==> config.mk <==
export PLATFORM = sky130hd
export DESIGN_NAME = usb_supply_ctl
export DESIGN_NICKNAME = d
export VERILOG_FILES = /design/src/rtl/usbpwr_pkg.sv /design/src/rtl/usbpwr_sync.sv /design/src/rtl/usbpwr_plug.sv /design/src/rtl/usbpwr_regs.sv /design/src/rtl/usb_supply_ctl.sv
export SDC_FILE = /design/constraint.sdc
export NUM_CORES = 1
export LEC_CHECK = 0
export BUFFER_PORTS_ARGS = -buffer_cell sky130_fd_sc_hd__buf_2
export CORE_AREA = 2 2 39 41
export DETAILED_ROUTE_END_ITERATION = 10
export DIE_AREA = 0 0 41 43
export PLACE_DENSITY = 0.75
export SYNTH_ARGS = -nofsm -noshare
export SYNTH_HDL_FRONTEND = slang
export SYNTH_HIERARCHICAL = 1
export SYNTH_SLANG_ARGS = --single-unit
==> constraint.sdc <==
create_clock -name clk -period 1.35 [get_ports clk]
set_input_delay 0.2025 -clock clk [delete_from_list [all_inputs] [get_ports clk]]
set_output_delay 0.2025 -clock clk [all_outputs]
set_load 0.03 [all_outputs]
==> src/rtl/usbpwr_pkg.sv <==
package usbpwr_pkg;

    // Bit positions that software decodes.
    localparam int BIT_HI   = 7;
    localparam int BIT_LO   = 6;
    localparam int BIT_PLUG = 5;
    localparam int BIT_CLR  = 5;

    typedef enum logic [1:0] {
        VOUT_3V5 = 2'b00,
        VOUT_3V4 = 2'b01,
        VOUT_3V3 = 2'b10,
        VOUT_2V8 = 2'b11
    } vout_e;

    typedef struct packed {
        logic  plug_ie;
        vout_e vout;
        logic  det_off;
        logic  reg_en;
    } ctrl_t;

    typedef struct packed {
        logic above_hi;
        logic above_lo;
        logic plugged;
    } status_t;

    // Hysteresis: the upper comparator wins, then the lower one, else hold.
    function automatic logic plug_next(input logic hi, input logic lo, input logic cur);
        if (hi)
            return 1'b1;
        else if (!lo)
            return 1'b0;
        else
            return cur;
    endfunction

    function automatic logic [7:0] pack_reg(input status_t st, input ctrl_t c);
        return {st, c};
    endfunction

    function automatic ctrl_t unpack_ctrl(input logic [4:0] d);
        ctrl_t c;
        c.plug_ie = d[4];
        c.vout    = vout_e'(d[3:2]);
        c.det_off = d[1];
        c.reg_en  = d[0];
        return c;
    endfunction

endpackage

==> src/rtl/usbpwr_sync.sv <==
module usbpwr_sync #(
    parameter int WIDTH  = 2,
    parameter int STAGES = 2
) (
    input  logic             clk,
    input  logic             rst,
    input  logic [WIDTH-1:0] d_async,
    output logic [WIDTH-1:0] q_sync
);
    localparam int LAST = STAGES - 1;

    logic [WIDTH-1:0] stage_q [STAGES];

    always_ff @(posedge clk) begin
        if (rst)
            stage_q[0] <= '0;
        else
            stage_q[0] <= d_async;
    end

    for (genvar s = 1; s < STAGES; s++) begin : g_stage
        always_ff @(posedge clk) begin
            if (rst)
                stage_q[s] <= '0;
            else
                stage_q[s] <= stage_q[s-1];
        end
    end

    assign q_sync = stage_q[LAST];
endmodule

==> src/rtl/usbpwr_plug.sv <==
module usbpwr_plug
    import usbpwr_pkg::*;
(
    input  logic clk,
    input  logic rst,
    input  logic hi_s,
    input  logic lo_s,
    input  logic det_off,
    output logic plug_q,
    output logic plug_rise
);
    logic det_off_d;
    logic nxt;

    assign nxt = plug_next(hi_s, lo_s, plug_q);

    // An edge counts only while the detector is on and was on in the previous cycle.
    assign plug_rise = nxt & ~plug_q & ~det_off & ~det_off_d;

    always_ff @(posedge clk) begin
        if (rst) begin
            plug_q    <= 1'b0;
            det_off_d <= 1'b0;
        end else begin
            det_off_d <= det_off;
            // While powered down, restart from the upper comparator level.
            plug_q    <= det_off ? hi_s : nxt;
        end
    end
endmodule

==> src/rtl/usbpwr_regs.sv <==
module usbpwr_regs
    import usbpwr_pkg::*;
(
    input  logic       clk,
    input  logic       rst,
    input  logic       wr_en,
    input  logic [5:0] wr_lo,
    input  logic       plug_rise,
    output ctrl_t      ctrl_q,
    output logic       pend_q
);
    logic clr_req;
    logic set_req;

    assign clr_req = wr_en & wr_lo[BIT_CLR];
    assign set_req = plug_rise & ctrl_q.plug_ie;

    always_ff @(posedge clk) begin
        if (rst) begin
            ctrl_q <= '0;
            pend_q <= 1'b0;
        end else begin
            if (wr_en)
                ctrl_q <= unpack_ctrl(wr_lo[4:0]);
            if (set_req)
                pend_q <= 1'b1;
            else if (clr_req)
                pend_q <= 1'b0;
        end
    end
endmodule

==> src/rtl/usb_supply_ctl.sv <==
module usb_supply_ctl
    import usbpwr_pkg::*;
#(
    parameter int SYNC_STAGES = 2
) (
    input  logic       clk,
    input  logic       rst,
    input  logic       wr_en,
    input  logic [7:0] wr_data,
    output logic [7:0] rd_data,
    input  logic       cmp_hi_async,
    input  logic       cmp_lo_async,
    output logic [1:0] vsel,
    output logic       reg_on,
    output logic       det_pwrdn,
    output logic       irq
);
    logic [1:0] cmp_sync;
    logic       hi_sync;
    logic       lo_sync;
    logic       plug_raw;
    logic       plug_rise;
    logic       pend_q;
    ctrl_t      ctrl_q;
    status_t    status_vis;
    logic       unused_wr_hi;

    assign unused_wr_hi = ^wr_data[7:6];

    usbpwr_sync #(.WIDTH(2), .STAGES(SYNC_STAGES)) u_sync (
        .clk     (clk),
        .rst     (rst),
        .d_async ({cmp_hi_async, cmp_lo_async}),
        .q_sync  (cmp_sync)
    );

    assign hi_sync = cmp_sync[1];
    assign lo_sync = cmp_sync[0];

    usbpwr_plug u_plug (
        .clk       (clk),
        .rst       (rst),
        .hi_s      (hi_sync),
        .lo_s      (lo_sync),
        .det_off   (ctrl_q.det_off),
        .plug_q    (plug_raw),
        .plug_rise (plug_rise)
    );

    usbpwr_regs u_regs (
        .clk       (clk),
        .rst       (rst),
        .wr_en     (wr_en),
        .wr_lo     (wr_data[5:0]),
        .plug_rise (plug_rise),
        .ctrl_q    (ctrl_q),
        .pend_q    (pend_q)
    );

    always_comb begin
        if (ctrl_q.det_off)
            status_vis = '1;
        else
            status_vis = '{above_hi: hi_sync, above_lo: lo_sync, plugged: plug_raw};
    end

    assign rd_data   = pack_reg(status_vis, ctrl_q);
    assign vsel      = ctrl_q.vout;
    assign reg_on    = ctrl_q.reg_en;
    assign det_pwrdn = ctrl_q.det_off;
    assign irq       = pend_q;
endmodule

==> qor.csv <==
stage,metric,value,unit
die,start_util,32.6,%
sta,fmax,0.796,GHz
sta,finalSetupViolCount,0,
detailed_routing,vias,338,
synthesis,syn_nets,55,
grt,grt_max_degree,13,
pwr,p_clk_share,35.4,%
synthesis,synth_mux_area_share,11.1,%
critical_path,worstSetupPathType,register to output pin,
critical_path,slowest_stage,dfxtp_1,
clock_tree,cts-root-buf,clkbuf_4,
synthesis,netlist.area_leader.share,53.2,%
detailed_routing,ant_nets,0,
synthesis,synth_common_cells,"dfxtp_1 (12), mux2i_1 (5), nor2_1 (5), nor2b_1 (5), buf_4 (4)",
sta,tightest_slew,237,ps
critical_path,start_kind,register,
synthesis,synthArstFlopShare,0,%
critical_path,endpoint_kind,output pin,
grt,grtUsageMet3,3.14,%
clock_tree,clkLatencyLatePin,260,ps
critical_path,crit_path_max_incr_delay,370,ps
synthesis,ys_seq_area_share,53.2,%
sta,min_period,1260,ps
critical_path,worstPathArrival,1050,ps
grt,use_met2,16.3,%
synthesis,yosys.area_share.simple,20.5,%
synthesis,synth_edf_count,0,
grt,use_met1,12.5,%
sta,post-route-period-util,93.0,%
detailed_routing,viasPerCell,4.23,
clock_tree,htree_num_levels,1,
final_layout,nFillCells,144,
die,dieArea,1760,µm²
synthesis,yosys_warnings,6,
critical_path,path_max_fanout,9,
grt,grt.busiest_layer,met2,
critical_path,required,1150,ps
detailed_routing,drc,0,
synthesis,synth_area,452,µm²
die,core_area,1380,µm²
pwr,p_switching,196,µW
pwr,power_frac_seq,49.3,%
clock_tree,post_cts_resized,0,
die,die_w,41,µm
detailed_routing,drt_iter0_drc,4,
die,pin_count,26,
placement,placed_area,546,µm²
synthesis,netlist_instances,42,
synthesis,avgSynthCellArea,10.8,µm²
grt,antenna_found_initial,0,
sta,slew_violations,0,
synthesis,synth_top_family_by_area,simple AND/OR/NAND/NOR gates,
placement,dpl.hpwl,570,µm
synthesis,synth_seq_cells,12,
placement,io_buffers,23,
final_layout,area_delta_synth_final,28.8,%
final_layout,final_area,582,µm²
die,dieHeight,43,µm
flow_run,max-cap-violations,0,
placement,routabilityCongestion,0.591,
pwr,report.power.total,774,µW
synthesis,synth_cell_type_count,14,
sta,skew,3.50,ps
grt,grt_pass1_vias,347,
detailed_routing,wl,769,µm
pwr,comb_power_share,15.3,%
clock_tree,hold_buffers,0,
synthesis,synth_ff_type,dfxtp_1,
synthesis,yosys.area.top_type,dfxtp_1,
synthesis,synthAdderAreaFrac,0,%
clock_tree,clock-sinks,12,
detailed_routing,routedWlPerCell,9.61,µm
pwr,swShare,25.4,%
clock_tree,post_cts_buffers,0,
pwr,p_int,577,µW
pwr,p_per_area,1330,nW/µm²
sta,holdWs,141,ps
clock_tree,cts_tree,built,
grt,track_usage,10.9,%
status,outcome,finished clean,
synthesis,synthTopCellsByArea,"dfxtp_1 (53%), mux2i_1 (11%), nor2b_1 (6.9%)",
detailed_routing,drt-pass1-iter-count,4,
pwr,vdd_drop_max,682,µV
grt,grt_overflow,0,
grt,grt_pass1_wl,1.28,mm
final_layout,nets,78,
clock_tree,numCtsBuffers,3,
sta,rsz0062_at_grt,false,
sta,slew_headroom,84.2,%
sta,tns,0,ps
final_layout,antenna_cells,0,
pwr,leakagePower,0.296,nW
die,rows,14,
clock_tree,cts.clk_slew.worst_paths,70,ps
hold_path,hp-class,primary input to register,
clock_tree,clock_path_buffers,2,
synthesis,synth-xor-area-share,0,%
sta,finalHoldViolations,0,
synthesis,yosysMostFrequentCell,dfxtp_1,
final_layout,drive_above_1_share,46.9,%
critical_path,path_cells,"or2_1, buf_2",
synthesis,synth_compound_area_share,5.26,%
[cell families (layout without fill, tap and decap cells)]
group	Yosys count	in the layout
mux	5	5
buf+inv	6	28
flops	12	12
simple gates	16	16
compound gates	3	3
[metrics by stage]
step | instances | utilization [%] | worst slack [ps]
2_1_floorplan | 42 | - | 238
3_3_place_gp | 76 | 39.4 | 379
3_5_place_dp | 76 | 39.4 | 372
4_1_cts | 80 | 42.0 | 65.0
5_1_grt | 80 | 42.0 | 2.00
6_report | 80 | 42.0 | 94.1
[placed cells by master, fill, tap and decap left out]
cell / instances
a21bo_1: 1
a21oi_1: 1
a21oi_2: 1
buf_2: 23
clkbuf_4: 3
clkbuf_8: 1
dfxtp_1: 12
inv_2: 1
mux2i_1: 5
nand2_1: 1
nand3b_1: 1
nor2_1: 5
nor2b_1: 5
nor4_2: 1
or2_1: 3
[worst paths after layout]
kind / startpoint / end / slack (ps) / cells after the start
max: u_regs/ctrl_q[1]$_SDFFE_PP0P_ / rd_data[6] / 90 / 2
min: cmp_lo_async / u_sync/stage_q[0][0]$_SDFF_PP0_ / 140 / 2
max reg2reg: u_sync/stage_q[1][1]$_SDFF_PP0_ / u_regs/pend_q$_SDFFE_PP0P_ / 450 / 4
min reg2reg: u_sync/stage_q[0][1]$_SDFF_PP0_ / u_sync/stage_q[1][1]$_SDFF_PP0_ / 450 / 1
[registers in the layout (all words and copies together), names as in the netlist]
signal	cells
u_regs/pend_q	1
u_plug/det_off_d	1
u_regs/ctrl_q	5
u_sync/stage_q	4
u_plug/plug_q	1
[routing by layer]
metal	part of all wire, %	routed length (µm)	up-vias
li1	-	-	175
met1	41	317	145
met2	50	381	16
met3	8.3	64	2
met4	0.65	5	0
met5	0	0	-
[power by group through the flow]
stage	sequential, mW	clock, mW	combinational [mW]
after floorplan	0.407	0	0.0708
after global placement	0.389	0	0.118
after detailed placement	0.390	0	0.120
after CTS	0.382	0.290	0.120
after global routing	0.384	0.294	0.129
final	0.381	0.274	0.118
[critical path: cells and delay by family (launching register included)]
kind / cells / cell delay, ps
flip-flops: 1 / 370
buffers and inverters: 1 / 170
AND/OR/NAND/NOR: 1 / 240
[area by class of cell]
class / instances / area [µm²] / share of cell area [%]
multi-input cells: 24 / 166 / 28.6
well taps: 16 / 20.0 / 3.44
clock buffers: 4 / 36.3 / 6.24
inverters: 1 / 3.75 / 0.645
flip-flops and latches: 12 / 240 / 41.3
repair buffers: 23 / 115 / 19.8
(Power assumes the default switching activity.)
